### src/rtl/rmii_tx_pkg.sv
package rmii_tx_pkg;

   typedef enum logic [2:0] {
      ST_IDLE,
      ST_PRE,
      ST_SFD,
      ST_DATA,
      ST_FCS
   } tx_state_e;

   // Reflected CRC-32 update over one byte, bit 0 first.
   function automatic logic [31:0] crc_step(input logic [31:0] c_in,
                                            input logic [7:0]  d,
                                            input logic [31:0] poly);
      logic [31:0] c;
      logic        fb;
      c = c_in;
      for (int i = 0; i < 8; i++) begin
         fb = c[0] ^ d[i];
         c  = c >> 1;
         if (fb) c = c ^ poly;
      end
      return c;
   endfunction

endpackage

### src/rtl/rmii_tx_pace.sv
module rmii_tx_pace #(
   parameter int SLOW_DIV = 10
) (
   input  logic clk,
   input  logic rst_n,
   input  logic run,
   input  logic slow,
   output logic tick
);

   generate
      if (SLOW_DIV < 1) begin : g_bad
         $error("rmii_tx_pace: SLOW_DIV must be at least 1");
      end

      if (SLOW_DIV == 1) begin : g_flat
         assign tick = 1'b1;
      end else begin : g_count
         localparam int CW = $clog2(SLOW_DIV);
         logic [CW-1:0] cnt;

         assign tick = !slow || (cnt == CW'(SLOW_DIV - 1));

         always_ff @(posedge clk or negedge rst_n) begin
            if (!rst_n)            cnt <= '0;
            else if (!run || tick) cnt <= '0;
            else                   cnt <= cnt + 1'b1;
         end


         hold_len_chk: assert property (@(posedge clk) disable iff (!rst_n)
            (run && slow && $past(run) && !$past(tick)) |-> (cnt == $past(cnt) + 1'b1));
      end
   endgenerate

endmodule

### src/rtl/rmii_tx_fcs.sv
module rmii_tx_fcs #(
   parameter logic [31:0] POLY = 32'hEDB88320
) (
   input  logic       clk,
   input  logic       rst_n,
   input  logic       init,
   input  logic       upd,
   input  logic [7:0] data,
   input  logic       shift,
   output logic [7:0] fcs_byte
);
   import rmii_tx_pkg::*;

   logic [31:0] crc;

   always_ff @(posedge clk or negedge rst_n) begin
      if (!rst_n)     crc <= '1;
      else if (init)  crc <= '1;
      else if (upd)   crc <= crc_step(crc, data, POLY);
      else if (shift) crc <= {8'h00, crc[31:8]};
   end

   assign fcs_byte = ~crc[7:0];


   fcs_excl_chk: assert property (@(posedge clk) disable iff (!rst_n)
      !(upd && shift));

endmodule

### src/rtl/rmii_tx_serializer.sv
module rmii_tx_serializer #(
   parameter int          PRE_LEN  = 7,
   parameter logic [7:0]  PRE_BYTE = 8'h55,
   parameter logic [7:0]  SFD_BYTE = 8'hD5,
   parameter int          SLOW_DIV = 10,
   parameter int          FCS_LEN  = 4,
   parameter logic [31:0] CRC_POLY = 32'hEDB88320
) (
   input  logic       clk,
   input  logic       rst_n,
   input  logic       slow_mode,
   input  logic       fcs_en,
   input  logic [7:0] in_data,
   input  logic       in_valid,
   input  logic       in_last,
   output logic       in_ready,
   input  logic       underrun_clr,
   output logic [1:0] txd,
   output logic       tx_en,
   output logic       underrun
);
   import rmii_tx_pkg::*;

   localparam int MAXB = (PRE_LEN > FCS_LEN) ? PRE_LEN : FCS_LEN;
   localparam int CW   = $clog2(MAXB + 1);

   generate
      if (PRE_LEN < 1) begin : g_bad_pre
         $error("rmii_tx_serializer: PRE_LEN must be at least 1");
      end
      if (FCS_LEN < 1 || FCS_LEN > 4) begin : g_bad_fcs
         $error("rmii_tx_serializer: FCS_LEN must be 1 to 4");
      end
   endgenerate

   tx_state_e     state;
   logic [7:0]    shreg;
   logic [1:0]    dib_idx;
   logic [CW-1:0] byte_cnt;
   logic          speed_q;
   logic          crc_q;
   logic          last_q;
   logic          tick;
   logic          byte_end;
   logic          need_byte;
   logic          take;
   logic          err_set;
   logic          fcs_init;
   logic          fcs_shift;
   logic [7:0]    fcs_byte;

   assign tx_en     = (state != ST_IDLE);
   assign txd       = shreg[1:0];
   assign byte_end  = tx_en && tick && (dib_idx == 2'd3);
   assign need_byte = byte_end &&
                      ((state == ST_SFD) || (state == ST_DATA && !last_q));
   assign in_ready  = need_byte;
   assign take      = need_byte && in_valid;
   assign err_set   = need_byte && !in_valid;
   assign fcs_init  = (state == ST_IDLE) && in_valid;
   assign fcs_shift = byte_end &&
                      ((state == ST_DATA && last_q && crc_q) ||
                       (state == ST_FCS && byte_cnt != CW'(FCS_LEN - 1)));

   rmii_tx_pace #(.SLOW_DIV(SLOW_DIV)) u_pace (
      .clk   (clk),
      .rst_n (rst_n),
      .run   (tx_en),
      .slow  (speed_q),
      .tick  (tick)
   );

   rmii_tx_fcs #(.POLY(CRC_POLY)) u_fcs (
      .clk      (clk),
      .rst_n    (rst_n),
      .init     (fcs_init),
      .upd      (take),
      .data     (in_data),
      .shift    (fcs_shift),
      .fcs_byte (fcs_byte)
   );

   always_ff @(posedge clk or negedge rst_n) begin
      if (!rst_n) begin
         state    <= ST_IDLE;
         shreg    <= '0;
         dib_idx  <= '0;
         byte_cnt <= '0;
         speed_q  <= 1'b0;
         crc_q    <= 1'b0;
         last_q   <= 1'b0;
      end else if (state == ST_IDLE) begin
         if (in_valid) begin
            state    <= ST_PRE;
            shreg    <= PRE_BYTE;
            dib_idx  <= '0;
            byte_cnt <= '0;
            speed_q  <= slow_mode;
            crc_q    <= fcs_en;
            last_q   <= 1'b0;
         end
      end else if (tick) begin
         if (dib_idx != 2'd3) begin
            shreg   <= {2'b00, shreg[7:2]};
            dib_idx <= dib_idx + 2'd1;
         end else begin
            dib_idx <= '0;
            unique case (state)
               ST_PRE: begin
                  if (byte_cnt == CW'(PRE_LEN - 1)) begin
                     state <= ST_SFD;
                     shreg <= SFD_BYTE;
                  end else begin
                     byte_cnt <= byte_cnt + 1'b1;
                     shreg    <= PRE_BYTE;
                  end
               end
               ST_SFD, ST_DATA: begin
                  if (state == ST_DATA && last_q) begin
                     if (crc_q) begin
                        state    <= ST_FCS;
                        byte_cnt <= '0;
                        shreg    <= fcs_byte;
                     end else begin
                        state <= ST_IDLE;
                        shreg <= '0;
                     end
                  end else if (in_valid) begin
                     state  <= ST_DATA;
                     shreg  <= in_data;
                     last_q <= in_last;
                  end else begin
                     state <= ST_IDLE;
                     shreg <= '0;
                  end
               end
               ST_FCS: begin
                  if (byte_cnt == CW'(FCS_LEN - 1)) begin
                     state <= ST_IDLE;
                     shreg <= '0;
                  end else begin
                     byte_cnt <= byte_cnt + 1'b1;
                     shreg    <= fcs_byte;
                  end
               end
               default: begin
                  state <= ST_IDLE;
                  shreg <= '0;
               end
            endcase
         end
      end
   end

   always_ff @(posedge clk or negedge rst_n) begin
      if (!rst_n)            underrun <= 1'b0;
      else if (err_set)      underrun <= 1'b1;
      else if (underrun_clr) underrun <= 1'b0;
   end


   quiet_idle_chk: assert property (@(posedge clk) disable iff (!rst_n)
      !tx_en |-> (txd == 2'b00));


   ready_state_chk: assert property (@(posedge clk) disable iff (!rst_n)
      in_ready |-> (state == ST_SFD || state == ST_DATA));


   underrun_stop_chk: assert property (@(posedge clk) disable iff (!rst_n)
      (in_ready && !in_valid) |=> (!tx_en && underrun));


   sticky_chk: assert property (@(posedge clk) disable iff (!rst_n)
      (underrun && !underrun_clr) |=> underrun);


   clear_chk: assert property (@(posedge clk) disable iff (!rst_n)
      (underrun_clr && !(in_ready && !in_valid)) |=> !underrun);


   slow_hold_chk: assert property (@(posedge clk) disable iff (!rst_n)
      (tx_en && speed_q && !tick) |=> $stable(txd));


   fast_step_chk: assert property (@(posedge clk) disable iff (!rst_n)
      (tx_en && !speed_q && dib_idx != 2'd3) |=> (dib_idx == 2'($past(dib_idx) + 2'd1)));

endmodule

### config.mk
export PLATFORM = sky130hd
export DESIGN_NAME = rmii_tx_serializer
export DESIGN_NICKNAME = d
export VERILOG_FILES = /design/src/rtl/rmii_tx_pkg.sv /design/src/rtl/rmii_tx_pace.sv /design/src/rtl/rmii_tx_fcs.sv /design/src/rtl/rmii_tx_serializer.sv
export SDC_FILE = /design/constraint.sdc
export NUM_CORES = 1
export LEC_CHECK = 0
export ABC_AREA = 1
export BUFFER_PORTS_ARGS = -buffer_cell sky130_fd_sc_hd__buf_2
export CORE_UTILIZATION = 49
export CTS_CLUSTER_DIAMETER = 60
export DETAILED_ROUTE_END_ITERATION = 6
export PLACE_DENSITY = 0.66
export SYNTH_ARGS = -nofsm -noshare
export SYNTH_HDL_FRONTEND = slang
export SYNTH_SLANG_ARGS = --single-unit
### constraint.sdc
create_clock -name clk -period 3.4 [get_ports clk]
set_clock_uncertainty 0.2 [all_clocks]
set_input_delay 0.17 -clock clk [delete_from_list [all_inputs] [get_ports clk]]
set_output_delay 0.17 -clock clk [all_outputs]
set_load 0.01 [all_outputs]
==> flow_summary.rst <==
.. list-table::
   :header-rows: 1

   * - Metric
     - Value
   * - Placed Area
     - between 4000 and 5000 µm²
   * - Nature of the critical path startpoint
     - flop
   * - Number of instances in the synthesized netlist
     - around 630
   * - CTS tree
     - yes
   * - Period minus WS final
     - about 2.8 ns
   * - Iteration count of the initial detailed-routing pass
     - 5
   * - Ranking of synthesized cells by area
     - sky130_fd_sc_hd__nand2_1 22%, sky130_fd_sc_hd__dfstp_2 20%, sky130_fd_sc_hd__dfrtp_1 14%
   * - Starting density of the core
     - 0.509
   * - Setup repair after global routing missed its margin
     - no
   * - Post-Synthesis Net Count
     - ~660
   * - Share of the cycle needed by the critical path after routing
     - 0.823
   * - Final TNS setup
     - 0 ns
   * - Io pins
     - 20
   * - Arrival time of data at the critical path endpoint
     - 2.87 ns
   * - Clock Tree Buf Depth
     - 2
   * - Hold violation total from the final report
     - 0
   * - Most used cells in the layout excluding fill and tap cells
     - 251 x sky130_fd_sc_hd__nand2_1, 75 x sky130_fd_sc_hd__inv_1, 54 x sky130_fd_sc_hd__nand3_1
   * - Post-Layout Inst Area
     - approximately 4500 µm²
   * - Number of warnings printed during yosys synthesis
     - 0
   * - GR Overflow Total
     - 0
   * - Register area share after synthesis
     - 0.343
   * - Synth-to-layout area growth
     - 6.10%
   * - Max Cap Viol
     - 0
   * - Total Die Area
     - roughly 9000 µm²
   * - Number of levels in the clock H-tree
     - 2
   * - Core footprint
     - about 8300 µm²
   * - Final setup violation count
     - 0
   * - Routability congestion estimate
     - roughly 0.90
   * - Reg power frac
     - 0.358
   * - Via count
     - 4112
   * - Clock group share of total power
     - 0.124
   * - Result of the run
     - finished, final reports clean
   * - Wire per inst
     - approximately 15 µm
   * - Number of vias per cell
     - ~5.4
   * - Worst-margin pin slew
     - between 0.9 and 1 ns
   * - Area share of the leading cell type in the synthesized netlist
     - 0.224
   * - Worst min-delay path category
     - input pin to flop
   * - Post-synthesis register bit count
     - 56
   * - Timing-limited maximum frequency
     - roughly 0.36 GHz
   * - Placed wire-length estimate
     - 8020 µm
   * - Buffers on Ports
     - 19
   * - Horizontal extent of the die
     - roughly 95 µm
   * - Yosys top cell by area
     - sky130_fd_sc_hd__nand2_1
   * - Vert. Die Dim
     - roughly 95 µm
   * - LEAKAGE
     - around 2.4 nW
   * - Kind of capture point of the worst setup path
     - flop
   * - Number of placement rows
     - 33
   * - Setup slack after placement
     - roughly 0.7 ns
   * - Fraction of layout cells with a size suffix above 1
     - 0.138
   * - Ratio of total power to cell area
     - 718 nW/µm²
   * - Worst voltage drop across the vdd grid
     - between 0.0003 and 0.0004 V
   * - Total clock buffers created by CTS
     - 5
   * - Wire length of the first global-routing pass
     - between 15000 and 20000 µm
   * - Clock tree sinks
     - 56
   * - Fill count
     - between 800 and 900
   * - Average cell area after synthesis
     - roughly 6.6 µm²
   * - Required time reported for the critical path endpoint
     - between 3 and 4 ns
   * - Relative slew slack
     - 0.362
   * - Final nets
     - ~670
   * - Clock transition at the registers of the reported paths
     - about 0.12 ns
   * - Via count of the first global-routing pass
     - roughly 3700
   * - Clock Root Buffer
     - sky130_fd_sc_hd__clkbuf_8
   * - Number of antenna violations at the first check in global routing
     - 0
   * - Yosys cell types
     - 34
   * - Maximum number of pins on one net before global-route repair
     - 43
   * - Worst skew pair latency
     - between 0.3 and 0.4 ns
   * - Area of the mapped netlist
     - about 4200 µm²
   * - Most common cell after layout, fill and taps aside
     - sky130_fd_sc_hd__nand2_1
   * - Crit Path Class
     - flop to flop
   * - Portion of total power attributed to combinational logic
     - 0.518
   * - Psw
     - 1.55 mW
   * - Pins Over Slew Limit
     - 0
   * - Drt first-iter violations
     - approximately 310
   * - Net switching share of the total power
     - 0.485
   * - Routed WL
     - approximately 11000 µm
   * - Post-CTS setup-driven buffer insertion count
     - 0
   * - GRT Overall Usage
     - 0.269
   * - Total Power Consumption
     - 3.20 mW
   * - Highest net fanout along the worst path
     - 30
   * - Inserted Diodes
     - 0
   * - Final routed DRC violation total
     - 0
   * - Internal portion of total power
     - between 1.5 and 2 mW
   * - Worst setup slack after layout
     - 0.603 ns
   * - DRT antenna net count
     - 0
## worst paths after layout
check / startpoint / endpoint / slack, ns / cells after the start
max in group asynchronous: rst_n / u_fcs.crc[18] / 1.84 / 3
setup / recovery: u_pace.g_count.cnt[0] / u_fcs.crc[0] / 0.60 / 12
setup reg to reg: u_pace.g_count.cnt[0] / u_fcs.crc[0] / 0.60 / 12
hold / removal: in_valid / underrun / 0.04 / 4
hold reg to reg: shreg[1] / shreg[1] / 0.30 / 2
min in group asynchronous: rst_n / u_pace.g_count.cnt[3] / 0.31 / 2
## cell type report
type | instances | area, µm² | area share
clock buffer | 5 | 68.8 | 0.0154
clock inverter | 3 | 25.0 | 0.00561
inverter | 82 | 308 | 0.0690
multi-input combinational | 481 | 2330 | 0.523
sequential | 56 | 1440 | 0.323
tap | 105 | 131 | 0.0295
timing repair buffer | 25 | 153 | 0.0342
## synth_stat cells, drive strengths merged
cell type  count
dfrtp         24
a21oi         26
buf           14
a31oi          1
inv           81
clkinv         1
nand2        261
a22oi          1
nor3           3
o22ai          8
a22o           1
o31ai          1
or2            1
ha             7
nand3         54
nor2          47
xor2          14
dfstp         32
xnor2          7
nand4          3
o21ai         40
o211ai         4
nand3b         2
## sequential cells by signal, indices dropped and copies added (netlist names)
register            flops
underrun                1
u_fcs.crc              32
dib_idx                 2
speed_q                 1
shreg                   8
state                   3
last_q                  1
byte_cnt                3
crc_q                   1
u_pace.g_count.cnt      4
## what timing repair did
| item | CTS | global route |
|---|---|---|
| hold buffers | 5 | 0 |
| resized for setup | 0 | 0 |
| hold endpoints to repair | 24 | 0 |
## metrics by stage
stage | util | hold slack [ns] | cells
after floorplan | - | -0.326 | 633
after global placement | 0.523 | 0.168 | 744
after detailed placement | 0.523 | 0.177 | 744
after CTS | 0.540 | 0.0301 | 757
after global routing | 0.540 | 0.0624 | 757
final | 0.540 | 0.0355 | 757
## power groups by stage
stage               Clock, mW  Sequential (mW)  Combinational (mW)
finish                  0.398             1.15                1.66
global route            0.435             1.18                1.87
CTS                     0.413             1.14                1.64
detailed placement          0             1.15                1.63
global placement            0             1.14                1.58
floorplan                   0             1.11                1.30
## worst max-delay path: stages (launching register included)
cell	delay [ns]
sky130_fd_sc_hd__dfrtp_1	0.43
sky130_fd_sc_hd__ha_1	0.21
sky130_fd_sc_hd__nand3_1	0.08
sky130_fd_sc_hd__nand2_1	0.06
sky130_fd_sc_hd__inv_1	0.18
sky130_fd_sc_hd__nor2_8	0.07
sky130_fd_sc_hd__nand2_4	0.30
sky130_fd_sc_hd__clkinv_1	0.59
sky130_fd_sc_hd__nand2_1	0.32
sky130_fd_sc_hd__nand2_1	0.09
sky130_fd_sc_hd__nand2_1	0.06
sky130_fd_sc_hd__o22ai_1	0.07
sky130_fd_sc_hd__inv_1	0.06
## metal layers
| layer | routed length [µm] | track usage |
|---|---|---|
| met5 | 0 | 0 |
| met4 | 180 | 0.0758 |
| met3 | 699 | 0.0386 |
| met2 | 5050 | 0.429 |
| met1 | 5290 | 0.377 |
## kinds of logic (layout without fill, tap and decap cells)
kind of cell	Yosys count	count (layout)	share of synthesized area
buf+inv	96	115	0.102
fa+ha+maj	7	7	0.0208
xor+xnor	21	21	0.0438
flops	56	56	0.343
simple gates	371	371	0.382
compound gates	82	82	0.108
Note: power is estimated with default switching activity, not from simulation.
